===== config.mk =====
export PLATFORM = sky130hd
export DESIGN_NAME = rx_test_source
export DESIGN_NICKNAME = d
export VERILOG_FILES = /design/src/rtl/rxts_pkg.sv /design/src/rtl/rxts_ctrl.sv /design/src/rtl/rxts_counter.sv /design/src/rtl/rxts_mux.sv /design/src/rtl/rxts_out_reg.sv /design/src/rtl/rx_test_source.sv
export SDC_FILE = /design/constraint.sdc
export NUM_CORES = 1
export LEC_CHECK = 0
export ABC_AREA = 0
export ABC_CLOCK_PERIOD_IN_PS = 1900
export BUFFER_PORTS_ARGS = -buffer_cell sky130_fd_sc_hd__buf_2
export CORE_ASPECT_RATIO = 1.4
export CORE_UTILIZATION = 47
export CTS_BUF_LIST = sky130_fd_sc_hd__clkbuf_16
export DETAILED_ROUTE_END_ITERATION = 8
export HOLD_SLACK_MARGIN = 0.15
export PLACE_DENSITY = 0.75
export SLEW_MARGIN = 20
export SYNTH_ARGS = -nofsm -noshare
export SYNTH_HDL_FRONTEND = slang
export SYNTH_SLANG_ARGS = --single-unit

===== constraint.sdc =====
create_clock -name clk -period 1.9 [get_ports clk]
set_input_delay 0.19 -clock clk [delete_from_list [all_inputs] [get_ports clk]]
set_output_delay 0.19 -clock clk [all_outputs]
set_load 0.02 [all_outputs]

===== src/rtl/rxts_pkg.sv =====
package rxts_pkg;

    localparam int unsigned MODE_W        = 3;
    localparam int unsigned MODE_LOOP_BIT = 0;
    localparam int unsigned MODE_CNT_BIT  = 1;
    localparam int unsigned MODE_WIDE_BIT = 2;

    typedef enum logic [1:0] {
        SRC_ADC   = 2'd0,
        SRC_LOOP  = 2'd1,
        SRC_CNT16 = 2'd2,
        SRC_CNT32 = 2'd3
    } src_e;

    // Counting outranks loopback; the wide counter outranks the narrow one.
    function automatic src_e pick_source(input logic [MODE_W-1:0] m);
        if (m[MODE_WIDE_BIT])      return SRC_CNT32;
        else if (m[MODE_CNT_BIT])  return SRC_CNT16;
        else if (m[MODE_LOOP_BIT]) return SRC_LOOP;
        else                       return SRC_ADC;
    endfunction

endpackage


===== src/rtl/rxts_ctrl.sv =====
module rxts_ctrl
    import rxts_pkg::*;
(
    input  logic              strobe,
    input  logic              rx_enable,
    input  logic              rx_reset,
    input  logic [MODE_W-1:0] mode,
    output logic              accept,
    output logic              clear,
    output src_e              src
);
    always_comb begin
        clear  = rx_reset;
        accept = strobe && rx_enable && !rx_reset;
        src    = pick_source(mode);
    end
endmodule


===== src/rtl/rxts_counter.sv =====
module rxts_counter #(
    parameter int unsigned CNT_W = 32
) (
    input  logic             clk,
    input  logic             rst,
    input  logic             clear,
    input  logic             step,
    output logic [CNT_W-1:0] count
);
    always_ff @(posedge clk) begin
        if (rst || clear)
            count <= '0;
        else if (step)
            count <= count + {{(CNT_W-1){1'b0}}, 1'b1};
    end
endmodule


===== src/rtl/rxts_mux.sv =====
module rxts_mux
    import rxts_pkg::*;
#(
    parameter int unsigned W = 16,
    localparam int unsigned CW = 2 * W
) (
    input  src_e          src,
    input  logic [W-1:0]  adc_i,
    input  logic [W-1:0]  adc_q,
    input  logic [W-1:0]  tx_i,
    input  logic [W-1:0]  tx_q,
    input  logic [CW-1:0] count,
    output logic [W-1:0]  nxt_i,
    output logic [W-1:0]  nxt_q
);
    logic [W-1:0] cnt_lo;
    logic [W-1:0] cnt_hi;
    logic [W-1:0] cnt_inv;

    assign cnt_lo = count[W-1:0];
    assign cnt_hi = count[CW-1:W];

    for (genvar b = 0; b < W; b++) begin : g_inv
        assign cnt_inv[b] = ~cnt_lo[b];
    end

    always_comb begin
        unique case (src)
            SRC_LOOP:  begin nxt_i = tx_i;   nxt_q = tx_q;    end
            SRC_CNT16: begin nxt_i = cnt_lo; nxt_q = cnt_inv; end
            SRC_CNT32: begin nxt_i = cnt_lo; nxt_q = cnt_hi;  end
            default:   begin nxt_i = adc_i;  nxt_q = adc_q;   end
        endcase
    end
endmodule


===== src/rtl/rxts_out_reg.sv =====
module rxts_out_reg #(
    parameter int unsigned W = 16
) (
    input  logic         clk,
    input  logic         rst,
    input  logic         clear,
    input  logic         load,
    input  logic [W-1:0] nxt_i,
    input  logic [W-1:0] nxt_q,
    output logic [W-1:0] out_i,
    output logic [W-1:0] out_q,
    output logic         out_valid
);
    always_ff @(posedge clk) begin
        if (rst || clear) begin
            out_i     <= '0;
            out_q     <= '0;
            out_valid <= 1'b0;
        end else begin
            out_valid <= load;
            if (load) begin
                out_i <= nxt_i;
                out_q <= nxt_q;
            end
        end
    end
endmodule


===== src/rtl/rx_test_source.sv =====
module rx_test_source
    import rxts_pkg::*;
#(
    parameter int unsigned SAMPLE_W = 16,
    localparam int unsigned CNT_W = 2 * SAMPLE_W
) (
    input  logic                clk,
    input  logic                rst,
    input  logic                rx_enable,
    input  logic                rx_reset,
    input  logic [MODE_W-1:0]   mode,
    input  logic                strobe,
    input  logic [SAMPLE_W-1:0] adc_i,
    input  logic [SAMPLE_W-1:0] adc_q,
    input  logic [SAMPLE_W-1:0] tx_i,
    input  logic [SAMPLE_W-1:0] tx_q,
    output logic [SAMPLE_W-1:0] out_i,
    output logic [SAMPLE_W-1:0] out_q,
    output logic                out_valid
);
    logic                accept;
    logic                clear;
    src_e                src;
    logic [CNT_W-1:0]    count_q;
    logic [SAMPLE_W-1:0] nxt_i;
    logic [SAMPLE_W-1:0] nxt_q;

    rxts_ctrl ctrl_i (
        .strobe    (strobe),
        .rx_enable (rx_enable),
        .rx_reset  (rx_reset),
        .mode      (mode),
        .accept    (accept),
        .clear     (clear),
        .src       (src)
    );

    rxts_counter #(.CNT_W(CNT_W)) cnt_i (
        .clk   (clk),
        .rst   (rst),
        .clear (clear),
        .step  (accept),
        .count (count_q)
    );

    rxts_mux #(.W(SAMPLE_W)) mux_i (
        .src   (src),
        .adc_i (adc_i),
        .adc_q (adc_q),
        .tx_i  (tx_i),
        .tx_q  (tx_q),
        .count (count_q),
        .nxt_i (nxt_i),
        .nxt_q (nxt_q)
    );

    rxts_out_reg #(.W(SAMPLE_W)) oreg_i (
        .clk       (clk),
        .rst       (rst),
        .clear     (clear),
        .load      (accept),
        .nxt_i     (nxt_i),
        .nxt_q     (nxt_q),
        .out_i     (out_i),
        .out_q     (out_q),
        .out_valid (out_valid)
    );
endmodule


==> impl_metrics.toml, run 1 <==
[final_layout]
stdcell_count = 631
syn_to_final_growth_pct = 32.3
multi_input_area_sq_um = 2060
register_area_sq_um = 1310
layout-drive-gt1-share_pct = 36.4
final_core_util_pct = 65.0
diodes = 0
nFillCells = 560
final_net_count = 604
final_area_sq_um = 4600

[synthesis]
yosysWarnings = 0
synth.distinct_cells = 31
synth-xor-area-share_pct = 2.52
yosysTopAreaCellShare_pct = 37.5
synthMuxAreaShare_pct = 13.8
netlist_area_sq_um = 3470
synth-edff-count = 0
synth_most_common_cell = "o21ai_0"
syn_avg_cell_area_sq_um = 8.29
postSynthCellCount = 419
yosys-top-cells-count = "69 x o21ai_0, 65 x dfxtp_1, 39 x a21oi_1"
synthAdderAreaFrac_pct = 0.360
synth_compound_area_share_pct = 23.7
synth_top_flop_cell = "dfxtp_1"
synth_top_family_by_area = "compound AO/OA/AOI/OAI gates"
ys_seq_elements = 65
seq_area_frac_synth_pct = 37.5
synth_area_leaders = "dfxtp_1 37%, o21ai_0 9.9%, mux2i_1 8.6%"
synth_top_cell_by_area = "dfxtp_1"
synthSimpleGateAreaFrac_pct = 17.3
synth.net_count = 492
async_reset_ff_share_pct = 0

[pwr]
leakagePower_nw = 1.98
p_clk_share_pct = 46.0
p_int_mw = 2.40
combPwrFrac_pct = 10.5
p_seq_share_pct = 43.6
p_per_area_nw_per_um2 = 693
switching_share_pct = 24.8
power.switching_uw = 789
max-vdd-ir-drop_v = 0.000576

[outcome]
status = "finished, violations left"
violations = "setup timing"

[sta]
setup_viol = 5
finalCriticalPeriod_ns = 1.94
fin_skew_ns = 0.00336
rsz0062_at_grt = "true"
timing.final.crit_share_pct = 102
hold_viol = 0
holdWs_ns = 0.293
slew_violations = 0
worst_pin_slew_ns = 0.550
fmax_mhz = 517
setup_ws_ns = -0.0353
finalSetupTns_ns = -0.102
slew_headroom_pct = 63.3

[route]
drt-wirelength-per-cell_um = 15.7
drt_wl_total_um = 9920
vias_per_cell = 5.68
ant_nets = 0
vias = 3586
drtIter0Drc = 307
first_pass_iters = 4
drc = 0

[job]
drv_cap = 0

[grt]
use_met2_pct = 41.8
busiest_layer = "met2"
grt_util_met1_pct = 32.0
grt_overflow = 0
grt_pass1_vias = 3418
grt_usage_pct = 25.8
grt_pass1_wl_um = 15600
grt_max_degree = 50
antenna_found_initial = 0
grt_use_met3_pct = 7.10

[worst_hold_path]
hold_class = "input pin to flop"

[floorplanning]
rows = 36
initial_core_util_pct = 49.1
ioPinCount = 105
dieArea_sq_um = 7750
die_x_um = 74.7
core_sq_um = 7070
die_h_um = 104

[setup_path]
r2r_cells = 5
end_kind = "flop"
crit_path_start_kind = "flop"
r2r_start = "cnt_i.count[7]"
arrival_ns = 2.19
worst-path-max-fanout = 13
crit_start = "cnt_i.count[7]"
path_class = "flop to flop"
cp_data_required_time_ns = 2.15
worst-r2r-setup-slack_ns = -0.04
cp-endpoint = "cnt_i.count[21]"
timing.rr.end = "cnt_i.count[21]"

[cts]
cts-root-buf = "clkbuf_16"
worst_skew_pair.late_latency_ns = 0.33
cts_sinks = 65
cts_tree = "built"
numCtsBuffers = 9
cts_buffer_depth = 2
cts.clk_slew.worst_paths_ns = 0.05
htree_levels = 3

[place]
placed_cells = 612
place_area_sq_um = 4220
dp_hpwl_um = 6950
io_buffers = 104
place.gp.congestion = 0.887
how the worst min path moves through the flow:
stage	from	to	slack, ns	depth (start not counted)
5_1_grt	adc_i[12]	oreg_i.out_i[12]	0.33	5
6_report	adc_i[6]	oreg_i.out_i[6]	0.29	5
4_1_cts	adc_i[6]	oreg_i.out_i[6]	0.29	5
3_5_place_dp	oreg_i.out_i[10]	oreg_i.out_i[10]	0.48	2
3_3_place_gp	oreg_i.out_i[10]	oreg_i.out_i[10]	0.45	2
2_1_floorplan	rst	oreg_i.out_q[0]	0.43	2
cells in the final DEF, fill, tap and decap left out, types with 6 or more instances in the layout:
cell type    n
mux2i_1     30
clkbuf_16   10
o211a_1     16
dfxtp_2      8
a21oi_1     35
nand2_1     28
o31ai_1     10
buf_2      104
nor2_1      27
or3_1        7
or4_4        6
buf_4       32
or4_1       10
dfxtp_1     57
nand4_1     10
mux2_2      16
nand3_1      9
o21ai_0     69
state kept, by name, indices dropped and copies added, names as in the netlist:
register and count:
cnt_i.count 32, oreg_i.out_i 16, oreg_i.out_q 16, oreg_i.out_valid 1
cells by family (layout without fill, tap and decap cells):
logic type	Yosys count	after routing
compound gates	140	140
xor+xnor	10	10
fa+ha+maj	1	1
buf+inv	42	159
flops	65	65
mux	46	46
simple gates	115	115
cell type report:
| type | instances | share of cell area, % |
|---|---|---|
| Tap cell | 95 | 2.59 |
| Inverter | 4 | 0.327 |
| Sequential cell | 65 | 28.5 |
| Timing Repair Buffer | 139 | 18.0 |
| Clock inverter | 7 | 0.816 |
| Multi-Input combinational cell | 312 | 44.9 |
| Clock buffer | 9 | 4.90 |
power groups by stage:
stage | combinational [mW] | sequential, mW | clock (mW)
floorplan | 0.177 | 1.43 | 0
detailed placement | 0.332 | 1.42 | 0
global route | 0.364 | 1.39 | 1.56
finish | 0.334 | 1.39 | 1.46
CTS | 0.333 | 1.39 | 1.47
global placement | 0.325 | 1.42 | 0
critical path: stages (launching register included):
cell,delay [ns]
dfxtp_2,0.32
nand4_1,0.13
or4_4,0.59
buf_12,0.16
or4_4,0.49
a21oi_2,0.16
what timing repair did:
action | in CTS | in global routing
hold endpoints to repair | 0 | 0
resized for setup | 6 | 15
setup endpoints to repair | 7 | 15
gates cloned | 0 | 1
buffers inserted | 1 | 1
hold buffers | 0 | 0
pin swaps | 4 | 10
layer usage:
layer	routed length [um]	part of all wire, %
met1	4180	42
met2	4970	50
met3	583	5.9
met4	192	1.9
met5	0	0
metrics by stage:
stage | setup slack [ns] | power, mW
after global routing | -0.0822 | 3.31
after global placement | 0.00677 | 1.74
after detailed placement | -0.0622 | 1.75
final | -0.0353 | 3.19
after floorplan | 0.0121 | 1.61
after CTS | -0.00240 | 3.19
Power figures use the tool's default switching activity.
==> inputs of run 2 (changes only) <==
--- a/config.mk
+++ b/config.mk
@@ -10,7 +10,7 @@
 export BUFFER_PORTS_ARGS = -buffer_cell sky130_fd_sc_hd__buf_2
 export CORE_ASPECT_RATIO = 1.4
 export CORE_UTILIZATION = 47
-export CTS_BUF_LIST = sky130_fd_sc_hd__clkbuf_16
+export CTS_BUF_LIST = sky130_fd_sc_hd__clkbuf_4 sky130_fd_sc_hd__clkbuf_8 sky130_fd_sc_hd__clkbuf_16
 export DETAILED_ROUTE_END_ITERATION = 8
 export HOLD_SLACK_MARGIN = 0.15
 export PLACE_DENSITY = 0.75
==> constraint.sdc (replaced) <==
create_clock -name clk -period 1.9 [get_ports clk]
set_input_delay 0.19 -clock clk [delete_from_list [all_inputs] [get_ports clk]]
set_output_delay 0.19 -clock clk [all_outputs]
set_load 0.005 [all_outputs]
==> run 2 against run 1 <==
Effect of this change: the flow still finishes with violations (setup timing); flip-flop and latch count is the same; count of clock-buffer cells in the layout grew 2; design area shrank 1.1%; clock power shrank 26%; worst setup slack lost 0.046 ns; critical path depth is the same; combinational power shrank 5%; die area is the same; sequential power is essentially flat; critical endpoint is now cnt_i.count[23]; largest cell class unchanged.
==> impl_metrics.toml, run 2 (synthesis gave the netlist of run 1 again) <==
[setup_path]
path_common_cell = "or4_4"
path_class = "flop to flop"
end_kind = "flop"
arrival_ns = 2.26
crit_path_start_kind = "flop"
timing.critical_path.buf_inv = 1
cp_data_required_time_ns = 2.18
cp_cell_sequence = "nand4_1, or4_4, buf_12, or4_4, a21oi_1"
slowest_delay_ns = 0.61
r2r_cells = 5
worst-path-max-fanout = 7
cpLargestDelayFamily = "simple AND/OR/NAND/NOR gates"
worst-r2r-setup-slack_ns = -0.08
crit_slowest_cell = "or4_4"
r2r_start = "cnt_i.count[7]"
timing.rr.end = "cnt_i.count[23]"

[cts]
cts_sinks = 65
cts_buffer_depth = 2
htree_levels = 3
cts.clk_slew.worst_paths_ns = 0.07
postCtsHoldBufs = 0
cts_tree = "built"
numCtsBuffers = 9
cts-root-buf = "clkbuf_8"
worst_skew_pair.late_latency_ns = 0.35

[route]
drt_wl_total_um = 10100
ant_nets = 0
drt-wirelength-per-cell_um = 15.9
first_pass_iters = 5
vias_per_cell = 5.76
vias = 3643
drtIter0Drc = 370
drc = 0

[worst_hold_path]
hold_depth = 5
hold_start = "adc_i[6]"
whs_endpoint = "oreg_i.out_i[6]"
hold_class = "input pin to flop"

[final_layout]
layout-drive-gt1-share_pct = 37.1
final_common_cell = "buf_2"
largest_reg_flops = 32
final_core_util_pct = 64.3
nFillCells = 573
multi_input_area_sq_um = 2060
largest_register = "cnt_i.count"
syn_to_final_growth_pct = 30.9
final_net_count = 605
register_area_sq_um = 1310
diodes = 0
layout_common_cells = "104 x buf_2, 69 x o21ai_0, 55 x dfxtp_1"
largest_registers = "cnt_i.count x32, oreg_i.out_i x16, oreg_i.out_q x16"

[sta]
rsz0062_at_grt = "true"
slew_headroom_pct = 64.0
slew_violations = 0
setup_viol = 8
hold_viol = 0
fin_skew_ns = 0.00900
timing.final.crit_share_pct = 104
finalCriticalPeriod_ns = 1.98
setup_ws_ns = -0.0815
fmax_mhz = 505
finalSetupTns_ns = -0.355
worst_pin_slew_ns = 0.541

[place]
io_buffers = 104
place.gp.congestion = 0.887
dp_hpwl_um = 6950

[floorplanning]
die_h_um = 104
dieArea_sq_um = 7750
rows = 36
initial_core_util_pct = 49.1
core_sq_um = 7070
die_x_um = 74.7
ioPinCount = 105

[grt]
grt_pass1_wl_um = 15900
grt_overflow = 0
grt_pass1_vias = 3484
antenna_found_initial = 0
grt_max_degree = 50
grt_usage_pct = 26.2

[pwr]
max-vdd-ir-drop_v = 0.000483
p_per_area_nw_per_um2 = 611
leakagePower_nw = 1.97

[job]
drv_cap = 0

[outcome]
violations = "setup timing"
status = "finished, violations left"
run 2: cell count changes in the layout (fill, tap and decap cells not counted):
cell	before	now
dfxtp_2	8	10
clkinv_1	2	0
dfxtp_1	57	55
bufbuf_16	0	1
or4_4	6	5
clkbuf_8	0	11
clkbuf_16	10	1
or4_1	10	11
run 2: how the worst max path moves through the flow:
| stage | cells past startpoint | startpoint | end |
|---|---|---|---|
| after floorplan | 8 | cnt_i.count[5] | cnt_i.count[25] |
| after global placement | 5 | cnt_i.count[13] | cnt_i.count[25] |
| after detailed placement | 5 | cnt_i.count[13] | cnt_i.count[21] |
| after CTS | 5 | cnt_i.count[10] | cnt_i.count[25] |
| after global routing | 5 | cnt_i.count[7] | cnt_i.count[23] |
| final | 5 | cnt_i.count[7] | cnt_i.count[23] |
run 2: timing repair:
action,CTS,global route
gates resized for setup,5,17
gates cloned,1,1
setup endpoints to repair,7,16
pin swaps,5,15
buffers inserted,1,2
run 2: area by class of cell:
| cell class | instances | area share [%] |
|---|---|---|
| Timing Repair Buffer | 140 | 18.9 |
| Clock inverter | 5 | 0.660 |
| Multi-Input combinational cell | 312 | 45.3 |
| Inverter | 4 | 0.330 |
| Sequential cell | 65 | 28.9 |
| Tap cell | 95 | 2.61 |
| Clock buffer | 11 | 3.33 |
run 2: stage by stage:
step | hold WS [ns] | setup slack, ns | instance area, sq um | std cells | power, mW
finish | 0.274 | -0.0815 | 4550 | 632 | 2.78
global route | 0.311 | -0.116 | 4550 | 632 | 2.90
detailed placement | 0.476 | -0.0622 | 4220 | 612 | 1.73
global placement | 0.450 | 0.00677 | 4220 | 612 | 1.72
CTS | 0.273 | 0.00374 | 4460 | 630 | 2.79
floorplan | 0.430 | 0.0121 | 3490 | 419 | 1.59
run 2: metal layers:
layer | vias to the layer above | GRT usage, % | wire [um]
met5 | - | 0 | 0
met4 | 0 | 10.2 | 258
met3 | 26 | 5.74 | 605
met2 | 164 | 42.9 | 4950
met1 | 1690 | 32.6 | 4250
li1 | 1763 | - | -
run 2: power breakdown:
group | switching [mW] | internal [mW] | leakage, nW | total (mW)
Sequential | 0.00840 | 1.38 | 0.530 | 1.39
Clock | 0.540 | 0.537 | 0.0911 | 1.08
Combinational | 0.164 | 0.153 | 1.34 | 0.317
run 2: worst reg2reg max path: stages (launching register included):
cell     delay [ns]
dfxtp_2        0.35
nand4_1        0.14
or4_4          0.61
buf_12         0.16
or4_4          0.51
a21oi_1        0.15
==> inputs of run 3 (changes only) <==
--- a/config.mk
+++ b/config.mk
@@ -9,11 +9,11 @@
 export ABC_CLOCK_PERIOD_IN_PS = 1900
 export BUFFER_PORTS_ARGS = -buffer_cell sky130_fd_sc_hd__buf_2
 export CORE_ASPECT_RATIO = 1.4
-export CORE_UTILIZATION = 47
+export CORE_UTILIZATION = 43
 export CTS_BUF_LIST = sky130_fd_sc_hd__clkbuf_4 sky130_fd_sc_hd__clkbuf_8 sky130_fd_sc_hd__clkbuf_16
 export DETAILED_ROUTE_END_ITERATION = 8
 export HOLD_SLACK_MARGIN = 0.15
-export PLACE_DENSITY = 0.75
+export PLACE_DENSITY = 0.69
 export SLEW_MARGIN = 20
 export SYNTH_ARGS = -nofsm -noshare
 export SYNTH_HDL_FRONTEND = slang
==> run 3 against run 2 <==
Effect of this change: the flow still finishes with violations (setup timing); routed wire length shrank 3.3%; global-route usage decreased by 2.0 points; flip-flop and latch count is the same; worst hold slack got worse by 0.0052 ns; via count shrank 2.1%; critical path depth unchanged; worst setup slack gained 0.079 ns; clock skew about the same; combinational power hardly changed; non-clock buffer count grew 1.
==> impl_metrics.toml, run 3 (synthesis gave the netlist of run 1 again) <==
[setup_path]
worst-path-max-fanout = 7
crit_path_start_kind = "flop"
worst-r2r-setup-slack_ns = -0.003
end_kind = "flop"
arrival_ns = 2.18
cp_data_required_time_ns = 2.17
path_class = "flop to flop"
r2r_cells = 5

[place]
place_area_sq_um = 4250
dp_hpwl_um = 6960
io_buffers = 104
place.gp.congestion = 0.853

[route]
drc = 0
ant_nets = 0
drt_wl_total_um = 9730
vias = 3565
vias_per_cell = 5.59
drtIter0Drc = 243
first_pass_iters = 4
drt-wirelength-per-cell_um = 15.3

[floorplanning]
die_x_um = 78.0
ioPinCount = 105
dieArea_sq_um = 8450
core_sq_um = 7800
initial_core_util_pct = 44.6
die_h_um = 108
rows = 38

[final_layout]
largest_register = "cnt_i.count"
largest_registers = "cnt_i.count x32, oreg_i.out_i x16, oreg_i.out_q x16"
largest_reg_flops = 32
final_area_sq_um = 4600
final_common_cell = "buf_2"
final_net_count = 606
layout-drive-gt1-share_pct = 36.6
layout_common_cells = "104 x buf_2, 69 x o21ai_0, 57 x dfxtp_1"
diodes = 0
syn_to_final_growth_pct = 32.3

[grt]
grt_usage_pct = 24.2
grt_overflow = 0
grt_pass1_wl_um = 16000
grt_max_degree = 48
antenna_found_initial = 0
grt_pass1_vias = 3457

[sta]
hold_viol = 0
slew_violations = 0
fmax_mhz = 525
fin_skew_ns = 0.00856
setup_viol = 1
rsz0062_at_grt = "true"
slew_headroom_pct = 72.1
timing.final.crit_share_pct = 100
finalCriticalPeriod_ns = 1.90
setup_ws_ns = -0.00303
worst_pin_slew_ns = 0.418

[cts]
numCtsBuffers = 9
cts-root-buf = "clkbuf_8"
postCtsHoldBufs = 0
worst_skew_pair.late_latency_ns = 0.35
htree_levels = 3
cts.clk_slew.worst_paths_ns = 0.07
cts_buffer_depth = 2
cts_tree = "built"
cts_sinks = 65

[pwr]
leakagePower_nw = 1.99
p_per_area_nw_per_um2 = 642
max-vdd-ir-drop_v = 0.000370
power_mw = 2.95

[job]
drv_cap = 0

[worst_hold_path]
hold_class = "input pin to flop"
hold_depth = 3

[outcome]
status = "finished, violations left"
violations = "setup timing"
run 3: cell types whose count changed in the layout (fill, tap and decap cells not counted), moves of 2 or more:
| cell | delta |
|---|---|
| dfxtp_2 | -2 |
| o31ai_2 | -3 |
| dfxtp_1 | +2 |
| clkinv_2 | -2 |
| o31ai_1 | +3 |
| or4_1 | -3 |
| or4_4 | +3 |
run 3: area by class of cell:
class / instances / area, sq um
clock buffers: 12 / 165
repair buffers: 141 / 878
fillers: 723 / 3200
flip-flops and latches: 65 / 1310
multi-input cells: 312 / 2050
inverters: 4 / 15.0
clock inverters: 4 / 50.0
well taps: 100 / 125
run 3: critical path, stage by stage, from the launching register on:
cell     delay, ns
dfxtp_2       0.34
nand4_1       0.12
or4_4         0.61
buf_12        0.16
or4_4         0.47
a21oi_1       0.13
run 3: metrics by stage:
step	util, %	setup TNS, ns	worst slack (ns)	hold slack [ns]	std cells
2_1_floorplan	-	0	0.0121	0.430	419
3_3_place_gp	54.5	0	0.00579	0.444	619
3_5_place_dp	54.5	-0.369	-0.0640	0.465	619
4_1_cts	58.1	-0.0270	-0.0168	0.244	637
5_1_grt	59.0	-0.504	-0.0679	0.279	638
6_report	59.0	-0.00303	-0.00303	0.269	638
run 3: layer usage:
metal  vias to the layer above  wire length (um)  track usage, %
met4                         0                94            10.6
li1                       1772                 -               -
met2                       114              5060            42.2
met5                         -                 0               0
met1                      1670              3980            28.7
met3                         9               598            4.98
run 3: path summary, 6_finish.rpt:
path               startpoint               end
max reg2reg    cnt_i.count[8]   cnt_i.count[29]
max            cnt_i.count[8]   cnt_i.count[29]
min                 rx_enable  oreg_i.out_valid
min reg2reg  oreg_i.out_i[10]  oreg_i.out_i[10]
run 3: timing repair:
item	in CTS	in global routing
pin swaps	8	11
endpoints found under the setup margin	7	7
buffers inserted	1	0
gates cloned	1	1
resized for setup	7	12
run 3: power breakdown:
part	leakage, nW	internal (mW)	switching, mW
clock	0.105	0.711	0.536
sequential	0.529	1.38	0.00813
combinational	1.36	0.159	0.161
total	1.99	2.25	0.706
